`src/rtl/sfrm_pkg.sv`:
```
package sfrm_pkg;

    localparam int DMAX = 9;
    localparam int FMAX = 1 + DMAX + 1 + 2;
    localparam int CW   = $clog2(FMAX + 1);

    typedef enum logic [1:0] {
        PAR_NONE = 2'b00,
        PAR_RSV  = 2'b01,
        PAR_EVEN = 2'b10,
        PAR_ODD  = 2'b11
    } par_e;

    typedef struct packed {
        logic [2:0] len;
        par_e       par;
        logic       stop2;
    } fmt_t;

    typedef struct packed {
        logic [FMAX-1:0] bits;
        logic [CW-1:0]   nbits;
    } frame_t;

    function automatic int unsigned data_count(input logic [2:0] code);
        return (code > 3'd4) ? 32'd9 : 32'(code) + 32'd5;
    endfunction

    function automatic frame_t build_frame(input logic [DMAX-1:0] d, input fmt_t f);
        frame_t      fr;
        int unsigned n;
        logic        p;
        n       = data_count(f.len);
        p       = 1'b0;
        fr.bits = '1;
        fr.bits[0] = 1'b0;
        for (int unsigned i = 0; i < 32'(DMAX); i++) begin
            if (i < n) begin
                fr.bits[1 + i] = d[i];
                p = p ^ d[i];
            end
        end
        if (f.par[1])
            fr.bits[1 + n] = p ^ f.par[0];
        fr.nbits = CW'(32'd1 + n + (f.par[1] ? 32'd1 : 32'd0) + (f.stop2 ? 32'd2 : 32'd1));
        return fr;
    endfunction

endpackage

```
`src/rtl/sfrm_step_src.sv`:
```
module sfrm_step_src #(
    parameter int SYNC_STAGES = 2
) (
    input  logic clk,
    input  logic rst,
    input  logic sync_mode,
    input  logic clk_pol,
    input  logic baud_tick,
    input  logic sclk,
    output logic step
);
    localparam int CHW = SYNC_STAGES + 1;

    logic [CHW-1:0] chain;
    logic           lvl, prev, edge_hit;

    always_ff @(posedge clk) begin
        if (rst) chain <= '0;
        else     chain <= {chain[CHW-2:0], sclk};
    end

    assign lvl      = chain[SYNC_STAGES-1];
    assign prev     = chain[SYNC_STAGES];
    assign edge_hit = (lvl != prev) && (lvl == clk_pol);
    assign step     = sync_mode ? edge_hit : baud_tick;

    // in asynchronous mode the strobe alone decides bit boundaries
    p_async_src_r5: assert property (@(posedge clk) disable iff (rst)
        (!sync_mode && !baud_tick) |-> !step);

endmodule

```
`src/rtl/sfrm_pending.sv`:
```
module sfrm_pending
    import sfrm_pkg::*;
(
    input  logic            clk,
    input  logic            rst,
    input  logic            accept,
    input  logic            take,
    input  logic [DMAX-1:0] data,
    input  fmt_t            fmt,
    output logic            pend,
    output frame_t          nxt
);
    always_ff @(posedge clk) begin
        if (rst) begin
            pend <= 1'b0;
            nxt  <= '0;
        end else if (accept) begin
            pend <= 1'b1;
            nxt  <= build_frame(data, fmt);
        end else if (take) begin
            pend <= 1'b0;
        end
    end

    p_no_accept_full_r7: assert property (@(posedge clk) disable iff (rst)
        accept |-> !pend);

    p_take_has_char_r8: assert property (@(posedge clk) disable iff (rst)
        take |-> pend);

    // held character stays fixed until it is taken
    p_hold_stable_r9: assert property (@(posedge clk) disable iff (rst)
        (pend && !$past(accept)) |-> $stable(nxt));

endmodule

```
`src/rtl/sfrm_ser.sv`:
```
module sfrm_ser
    import sfrm_pkg::*;
(
    input  logic   clk,
    input  logic   rst,
    input  logic   step,
    input  logic   pend,
    input  frame_t nxt,
    output logic   take,
    output logic   run,
    output logic   last,
    output logic   txd,
    output logic   done
);
    frame_t        cur;
    logic [CW-1:0] idx;

    assign last = run && (idx == cur.nbits - CW'(1));
    assign take = step && pend && (!run || last);

    always_ff @(posedge clk) begin
        if (rst) begin
            cur  <= '0;
            idx  <= '0;
            run  <= 1'b0;
            txd  <= 1'b1;
            done <= 1'b0;
        end else begin
            done <= step && last;
            if (step) begin
                if (run && !last) begin
                    idx <= idx + CW'(1);
                    txd <= cur.bits[idx + CW'(1)];
                end else if (pend) begin
                    cur <= nxt;
                    idx <= '0;
                    run <= 1'b1;
                    txd <= nxt.bits[0];
                end else begin
                    run <= 1'b0;
                    txd <= 1'b1;
                end
            end
        end
    end

    p_start_low_r1: assert property (@(posedge clk) disable iff (rst)
        take |=> !txd);

    p_stop_high_r4: assert property (@(posedge clk) disable iff (rst)
        last |-> txd);

    p_bit_on_step_r5: assert property (@(posedge clk) disable iff (rst)
        !$stable(txd) |-> $past(step));

    p_idle_high_r10: assert property (@(posedge clk) disable iff (rst)
        !run |-> txd);

    p_done_single_r11: assert property (@(posedge clk) disable iff (rst)
        done |=> !done);

endmodule

```
`src/rtl/sfrm_tx.sv`:
```
module sfrm_tx
    import sfrm_pkg::*;
#(
    parameter int SYNC_STAGES = 2
) (
    input  logic       clk,
    input  logic       rst,
    input  logic       baud_tick,
    input  logic       sync_mode,
    input  logic       clk_pol,
    input  logic       sclk,
    input  logic [8:0] in_data,
    input  logic       in_valid,
    output logic       in_ready,
    input  logic [2:0] cfg_len,
    input  logic [1:0] cfg_par,
    input  logic       cfg_stop2,
    output logic       txd,
    output logic       busy,
    output logic       done
);
    logic   step, pend, take, run, last, accept;
    frame_t nxt;
    fmt_t   fmt;

    assign fmt      = '{len: cfg_len, par: par_e'(cfg_par), stop2: cfg_stop2};
    assign in_ready = !pend && (!run || last);
    assign accept   = in_valid && in_ready;
    assign busy     = run || pend;

    sfrm_step_src #(.SYNC_STAGES(SYNC_STAGES)) u_step (
        .clk(clk), .rst(rst), .sync_mode(sync_mode), .clk_pol(clk_pol),
        .baud_tick(baud_tick), .sclk(sclk), .step(step)
    );

    sfrm_pending u_hold (
        .clk(clk), .rst(rst), .accept(accept), .take(take),
        .data(in_data), .fmt(fmt), .pend(pend), .nxt(nxt)
    );

    sfrm_ser u_ser (
        .clk(clk), .rst(rst), .step(step), .pend(pend), .nxt(nxt),
        .take(take), .run(run), .last(last), .txd(txd), .done(done)
    );

    p_accept_busy_r10: assert property (@(posedge clk) disable iff (rst)
        accept |=> busy);

    p_done_idle_r11: assert property (@(posedge clk) disable iff (rst)
        (done && !busy) |-> txd);

endmodule

```
`config.mk`:
```
export PLATFORM = sky130hd
export DESIGN_NAME = sfrm_tx
export DESIGN_NICKNAME = d
export VERILOG_FILES = /design/src/rtl/sfrm_pkg.sv /design/src/rtl/sfrm_step_src.sv /design/src/rtl/sfrm_pending.sv /design/src/rtl/sfrm_ser.sv /design/src/rtl/sfrm_tx.sv
export SDC_FILE = /design/constraint.sdc
export NUM_CORES = 1
export LEC_CHECK = 0
export ABC_AREA = 1
export BUFFER_PORTS_ARGS = -buffer_cell sky130_fd_sc_hd__buf_2
export CAP_MARGIN = 20
export CORE_ASPECT_RATIO = 0.9
export CORE_MARGIN = 2
export CORE_UTILIZATION = 30
export DETAILED_ROUTE_END_ITERATION = 8
export PLACE_DENSITY_LB_ADDON = 0.05
export SLEW_MARGIN = 20
export SYNTH_ARGS = -nofsm -noshare
export SYNTH_HDL_FRONTEND = slang
export SYNTH_SLANG_ARGS = --single-unit
```
`constraint.sdc`:
```
create_clock -name clk -period 2 [get_ports clk]
set_clock_uncertainty 0.1 [all_clocks]
set_input_delay 0.4 -clock clk [delete_from_list [all_inputs] [get_ports clk]]
set_output_delay 0.4 -clock clk [all_outputs]
set_load 0.02 [all_outputs]
```
After elaboration in Yosys (flattened, before gate mapping) --
Cells that the tools add are included.
Operators by class: $lt $le $gt $ge 13, bitwise operators 10, reductions and logical operators 19, add/sub/neg operators 6, multiplexer cells 71, equal/unequal tests 3
Operator list (number):
- $lt A3 B32 Y1 const A | 4
- $lt A1 B32 Y1 const A | 2
- $lt A2 B32 Y1 const A | 2
- $mux W1 | 63
- $add A1 B32 Y32 const A | 1
- $ge A32 B1 Y1 const B | 1
- $lt A32 B5 Y1 const B | 1
- $lt A4 B32 Y1 const A | 1
- $mux W32 | 1
- $bwmux W13 | 1
- $mux W13 | 1
- $logic_and A1 B1 Y1 | 9
- $xor A1 B1 Y1 | 9
- $add A4 B4 Y4 | 2
- $mux W4 | 2
- $lt A4 B5 Y1 const B | 1
- $add A3 B3 Y4 const B | 1
- $add A4 B1 Y4 const B | 1
- $bmux W1 S4 | 1
- $demux W1 S4 | 1
- $eq A4 B4 Y1 | 1
- $reduce_and A2 Y1 | 2
- $reduce_bool A2 Y1 | 2
- $sub A4 B1 Y4 const B | 1
- 8 further kinds | 11
Storage, ports and cells: flip-flop bits (word level) 45

Depth between registers and ports, before layout --
Gate-level depths: netlist of run 1.
depth after elaboration 43, depth in mapped cells 19, depth with buffers taken out 19

Cells and area by module --
A second synthesis of run 1 with hierarchy kept.
Second synthesis, totals: cell total of the unflattened synthesis 444, area total of the unflattened synthesis 3029.2 µm²
Modules (own cells, without submodules):
- sfrm_pending | area each 1636.6 µm², sequential area each 360.3 µm², cells an instance 246, times used 1
- sfrm_ser | area each 1236.2 µm², sequential area each 480.5 µm², cells an instance 172, times used 1
- sfrm_step_src | area each 118.9 µm², sequential area each 60.1 µm², cells an instance 18, times used 1
- sfrm_tx | area each 37.5 µm², sequential area each 0.0 µm², cells an instance 8, times used 1

Worst setup path after synthesis of run 1 --
Ideal clock, no wire load.
kind input -> register, start input cfg_len[0], end register, netlist name u_hold.nxt[2], buffers on the path 0, setup slack -0.113 ns, stages on the path 10, arrival time 1.942 ns, library setup time 0.071 ns, cells stage by stage inv_1 ha_1 inv_1 nand2_2 nand2_2 fa_1 fa_1 xnor2_1 nand2_1 a21oi_1
Between the ends: cells in the longest elaborated chain, start to end 5
Ends and longest elaborated chain:
- from (decl) | line sfrm_tx.sv:15 | input logic [2:0] cfg_len,
- $add A3 B3 Y4 or $gt A3 B3 Y1 (tied branches) | line sfrm_pkg.sv:26 | return (code > 3'd4) ? 32'd9 : 32'(code) + 32'd5;
- $mux W32 * | line sfrm_pkg.sv:26
- $add A1 B32 Y32 *
- $add A4 B4 Y4 * (2 in series) | line sfrm_pkg.sv:45 | fr.nbits = CW'(32'd1 + n + (f.par[1] ? 32'd1 : 32'd0) + (f.stop2 ? 32'd2 : 32'd1));
Mark *: on every way between the ends. The rest lies on a longest branch, timed or not. A chain may end at the register's enable or synchronous reset.

Worst setup path in the final report of run 1 --
start register u_ser.cur[0] (netlist bit), end output in_ready
Between the ends: cells in the longest elaborated chain, start to end 5
Ends and longest elaborated chain:
- from (decl) | line sfrm_ser.sv:15 | frame_t cur;
- from (signal assigned) | line sfrm_ser.sv:35 | cur <= nxt;
- $sub A4 B1 Y4 | line sfrm_ser.sv:18 | assign last = run && (idx == cur.nbits - CW'(1));
- $eq A4 B4 Y1 | line sfrm_ser.sv:18
- $logic_and A1 B1 Y1 | line sfrm_ser.sv:18
- $logic_or A1 B1 Y1 | line sfrm_tx.sv:27 | assign in_ready = !pend && (!run || last);
- $logic_and A1 B1 Y1 | line sfrm_tx.sv:27
- to (decl) | line sfrm_tx.sv:14 | output logic in_ready,
Every way passes these cells.

==> results of run 1 <==
==> metal layers <==
layer | track usage [%] | wire length [microns]
met1 | 23.7 | 3770
met2 | 22.9 | 3090
met3 | 2.57 | 124
met4 | 2.74 | 22
met5 | 0 | 0
==> worst max-delay path, cell delays in order (launching register included) <==
cell	delay [ns]
dfxtp_2	0.34
inv_2	0.05
ha_4	0.25
nor2_1	0.03
and3b_1	0.19
nand4_1	0.17
nand2_2	0.12
nand2_2	0.05
inv_2	0.06
buf_6	0.09
buf_6	0.10
==> Yosys cell counts (all sizes together), types with 2 or more instances <==
cell	n	area, sq um
ha	5	62.6
nor3	3	15.0
fa	2	40.0
inv	52	195
clkbuf	5	18.8
buf	4	20.0
a31oi	3	18.8
nor2	44	183
nand2	67	284
o211ai	2	15.0
o21a	5	37.5
nand3	22	138
xor2	2	17.5
xnor2	6	52.6
o21ai	44	231
dfxtp	45	901
a21oi	33	173
==> through the flow <==
step           worst slack [ns]  hold WS, ns  total power (uW)
2_1_floorplan          -0.00325        0.288              1330
4_1_cts                  -0.281        0.203              2160
3_5_place_dp             -0.315        0.298              1520
5_1_grt                  -0.345        0.210              2440
6_report                 -0.249        0.206              2290
3_3_place_gp             -0.300        0.297              1510
==> what timing repair did <==
| action | 4_1_cts | 5_1_grt |
|---|---|---|
| cloned | 3 | 4 |
| pin swaps | 10 | 24 |
| gates resized for setup | 37 | 106 |
| setup endpoints to repair | 38 | 43 |
| buffers inserted | 13 | 9 |
==> area by class of cell <==
class | instances | area [sq um]
Multi-Input combinational cell | 246 | 1700
Fill cell | 822 | 4240
Timing Repair Buffer | 82 | 706
Inverter | 52 | 213
Timing Repair inverter | 3 | 31.3
Sequential cell | 45 | 903
Tap cell | 99 | 124
Clock buffer | 8 | 80.1
==> logic make-up (layout without fill, tap and decap cells) <==
kind of cell               count (synthesis)  in the layout  synth area share [%]
and+or+nand+nor                          141            141                  26.5
AOI/OAI and AO/OA                         89             89                  20.0
buffers and inverters                     61            145                  9.50
DFF                                       45             45                  36.6
xor gates and xnor gates                   8              8                  2.85
adders and majority gates                  7              7                  4.17
muxes                                      1              1                 0.407
==> power breakdown <==
| part | switching, uW | total (uW) | leakage, uW | internal [uW] |
|---|---|---|---|---|
| sequential | 47.6 | 1010 | 0.000370 | 960 |
| clock | 295 | 544 | 0.0000395 | 249 |
| combinational | 394 | 737 | 0.00126 | 343 |
==> how the worst max path moves through the flow <==
stage | startpoint | to
after floorplan | u_ser.cur[0] | u_hold.nxt[2]
after global placement | cfg_len[1] | u_hold.nxt[14]
after detailed placement | cfg_len[0] | u_hold.nxt[14]
after CTS | u_ser.cur[0] | in_ready
after global routing | u_ser.cur[1] | in_ready
final | u_ser.cur[0] | in_ready
==> flip-flops by register name, indices dropped and copies added, names as in the netlist <==
register      cells
u_hold.nxt       17
u_hold.pend       1
u_ser.cur        17
u_ser.done        1
u_ser.idx         4
u_ser.run         1
u_ser.txd         1
u_step.chain      3
==> impl_metrics.ini, run 1 <==
[timing]
rsz0062_at_grt = true
finalSetupViolations = 35
period_needed_ns = 2.25
max_slew.worst_pin.slew_ns = 0.405
fin_crit_sh_pct = 112
slew_headroom_pct = 73.0
tns_ns = -4.97
clock.fmax_mhz = 445
finalHoldViolCount = 0
setup_ws_ns = -0.249
drv_slew = 0

[worst_setup_path]
r2r_slack_ns = -0.23
cp-end-kind = output pin
arrival_ns = 1.75
r2r-end = u_ser.cur[12]
path_max_fanout = 2
reg2reg_depth = 15
path_class = reg2out
regToRegStartpoint = u_ser.cur[0]
cp.required_ns = 1.50
crit_path_start_kind = flip-flop

[placement]
hpwl_microns = 4600
io_buffers = 25
placed_cells = 505
dpl_cell_area_sq_um = 3010
place_congestion = 0.717

[clocking]
cts_buffers = 5
clkLatencyLatePin_ns = 0.29
htreeDepth = 2
clk_pin_slew_worst_paths_ns = 0.08
numClockSinks = 45
root_buffer = clkbuf_8
cts_tree = built
postCtsHoldBufs = 0
clockBufferDepth = 2

[synthesis]
synth_cell_types = 35
ys.warnings.count = 0
synth_edf_count = 0
syn_inst = 352
ys.flop_type = dfxtp_1
synth_nets = 381
seq_area_frac_synth_pct = 36.6
synth_area_sq_um = 2460
synth.ff_latch_count = 45
syn_avg_cell_area_sq_um = 7.00
async_flop_share_pct = 0

[die]
io_pins = 26
start_util_pct = 30.8
die_height_microns = 89.9
core.rowCount = 31
die_w_microns = 99.5
dieArea_sq_um = 8950
coreArea_sq_um = 7990

[min_path]
hold_start = sclk
holdPathEnd = u_step.chain[0]
whs_path_depth = 3
hold_class = in2reg

[drt]
drt_iter0_markers = 70
ant_nets = 0
vias = 2493
drt_wl_total_microns = 7000
wl_per_cell_microns = 13.1
drc = 0
vias_per_cell = 4.66
dr.pass1.iters = 4

[final_layout]
final_util_pct = 47.0
diodes = 0
drive_above_1_share_pct = 42.2
area_growth_pct = 52.4
final_cells = 535
final_cell_mix = 46 x nand2_1, 43 x dfxtp_1, 41 x buf_4
fin_area_sq_um = 3750
final_common_cell = nand2_1
nNetsFinal = 464

[power_and_ir_drop]
peakVddDrop_mv = 0.291
power_density_nw_per_um2 = 610
p_leak_uw = 0.00167

[run_status]
violations = setup timing
outcome = complete, but fails checks

[global_routing]
track_usage_pct = 15.4
antenna_found_initial = 0
grt_pass1_vias = 2363
grt_max_degree = 34
grt_pass1_wl_microns = 11300
grt_overflow = 0

[job]
cap_violations = 0
(Power assumes the default switching activity.)
==> run 2, diff against run 1 <==
CELL_PAD_IN_SITES_DETAIL_PLACEMENT = 2   (was unset)
CELL_PAD_IN_SITES_GLOBAL_PLACEMENT = 2   (was unset)
==> run 2 against run 1 <==
Against the previous run:
- sequential power barely moved
- the flow still finishes with violations (setup timing)
- cell area rose by 0.83%
- clock power is 35% higher
- critical endpoint is now u_hold.nxt[15]
==> impl_metrics.ini, run 2 (synthesized netlist as in run 1, its figures left out) <==
[run_status]
outcome = complete, but fails checks
violations = setup timing

[timing]
setup_ws_ns = -0.364
fin_crit_sh_pct = 118
max_slew.worst_pin.slew_ns = 0.534
rsz0062_at_grt = true
drv_slew = 0
whs_ns = 0.195
finalHoldViolCount = 0
finalSetupViolations = 37
slew_headroom_pct = 64.4
period_needed_ns = 2.36
tns_ns = -9.11
clock.fmax_mhz = 423

[global_routing]
antenna_found_initial = 0
grt_overflow = 0
grt_max_degree = 34
grt_pass1_vias = 2821
grt_pass1_wl_microns = 14100
track_usage_pct = 19.9

[final_layout]
reg_top3 = u_hold.nxt (17), u_ser.cur (17), u_ser.idx (4)
diodes = 0
drive_above_1_share_pct = 43.8
final_cell_mix = 52 x nand2_1, 42 x dfxtp_1, 38 x inv_1
final_common_cell = nand2_1
final_cells = 533
nNetsFinal = 462
area_growth_pct = 53.7

[worst_setup_path]
crit_path_start_kind = flip-flop
crit_family = simple AND/OR/NAND/NOR gates
cp-end-kind = flip-flop
arrival_ns = 2.47
path_max_fanout = 6
path_buf_inv = 7
worstPathCellList = inv_2 -> ha_4 -> xnor2_2 -> or2_0 -> nand4_1 -> nand2_2 -> nand2_2 -> inv_2 -> buf_4 -> buf_6 -> nand2_8 -> clkinv_8 -> buf_12 -> o21a_1 -> o21ai_1 -> inv_1
cpMaxStageDelayCell = dfxtp_2
cp.required_ns = 2.10
path_class = reg2reg
critical_path.max_stage_delay_ns = 0.34

[min_path]
hold_class = in2reg

[clocking]
cts_buffers = 5
root_buffer = clkbuf_8
htreeDepth = 2
clockBufferDepth = 2
clkLatencyLatePin_ns = 0.31
numClockSinks = 45
postCtsHoldBufs = 0
clk_pin_slew_worst_paths_ns = 0.09
cts_tree = built

[power_and_ir_drop]
p_leak_uw = 0.00166
clkPwrFrac_pct = 29.1
p_switching_uw = 817
peakVddDrop_mv = 0.385
p_int_uw = 1710
finalPower_uw = 2530
switching_share_pct = 32.3
power_density_nw_per_um2 = 668
pwr-share-seq_pct = 40.1
p_comb_share_pct = 30.8

[placement]
placed_cells = 504
hpwl_microns = 5830
place_congestion = 0.764
io_buffers = 25

[drt]
drt_iter0_markers = 74
vias_per_cell = 4.99
dr.pass1.iters = 4
drc = 0
drt_wl_total_microns = 10200
ant_nets = 0
vias = 2661
wl_per_cell_microns = 19.1

[die]
dieArea_sq_um = 8950
coreArea_sq_um = 7990
die_height_microns = 89.9
io_pins = 26
die_w_microns = 99.5
start_util_pct = 30.8
core.rowCount = 31

[job]
cap_violations = 0
## run 2: final timing paths
kind,slack [ns],cells past startpoint,start,to
worst max-delay path,-0.36,16,u_ser.cur[1],u_hold.nxt[15]
worst max register to register,-0.36,16,u_ser.cur[1],u_hold.nxt[15]
worst min register to register,0.31,2,u_step.chain[0],u_step.chain[1]
worst min-delay path,0.20,3,sclk,u_step.chain[0]
## run 2: layout make-up
class,count,area (sq um)
clock inverters,1,30.0
inverters,52,218
fillers,903,4210
repair inverters,2,20.0
clock buffers,7,86.3
flip-flops and latches,45,905
repair buffers,81,702
well taps,99,124
multi-input cells,246,1700
## run 2: timing repair
action / 4_1_cts / 5_1_grt
setup buffers: 12 / 10
gates cloned: 4 / 1
endpoints found under the setup margin: 40 / 42
pin swaps: 7 / 21
resized for setup: 76 / 82
## run 2: layer usage
layer  share of wire (%)  global-route usage [%]
met1                  46                    27.4
met2                  50                    33.4
met3                 1.5                    2.80
met4                 2.3                    3.77
met5                   0                       0
## run 2: per-stage QoR
stage | utilization (%) | setup slack [ns] | area [sq um]
2_1_floorplan | - | -0.00325 | 2500
3_3_place_gp | 37.5 | -0.285 | 3000
3_5_place_dp | 37.5 | -0.408 | 3000
4_1_cts | 43.0 | -0.336 | 3430
5_1_grt | 47.4 | -0.510 | 3780
6_report | 47.4 | -0.364 | 3780
## run 2: worst register-to-register path, cell delays in order (launching register included)
cell	delay (ns)
dfxtp_2	0.34
inv_2	0.05
ha_4	0.15
xnor2_2	0.13
or2_0	0.20
nand4_1	0.17
nand2_2	0.10
nand2_2	0.08
inv_2	0.04
buf_4	0.13
buf_6	0.12
nand2_8	0.09
clkinv_8	0.09
buf_12	0.15
o21a_1	0.17
o21ai_1	0.10
inv_1	0.06
## run 2: power by group through the flow
| stage | logic [uW] | registers, uW | clock network (uW) |
|---|---|---|---|
| after floorplan | 322 | 1000 | 0 |
| after global placement | 504 | 1010 | 0 |
| after detailed placement | 523 | 1010 | 0 |
| after CTS | 634 | 999 | 750 |
| after global routing | 844 | 1020 | 785 |
| final | 778 | 1010 | 735 |
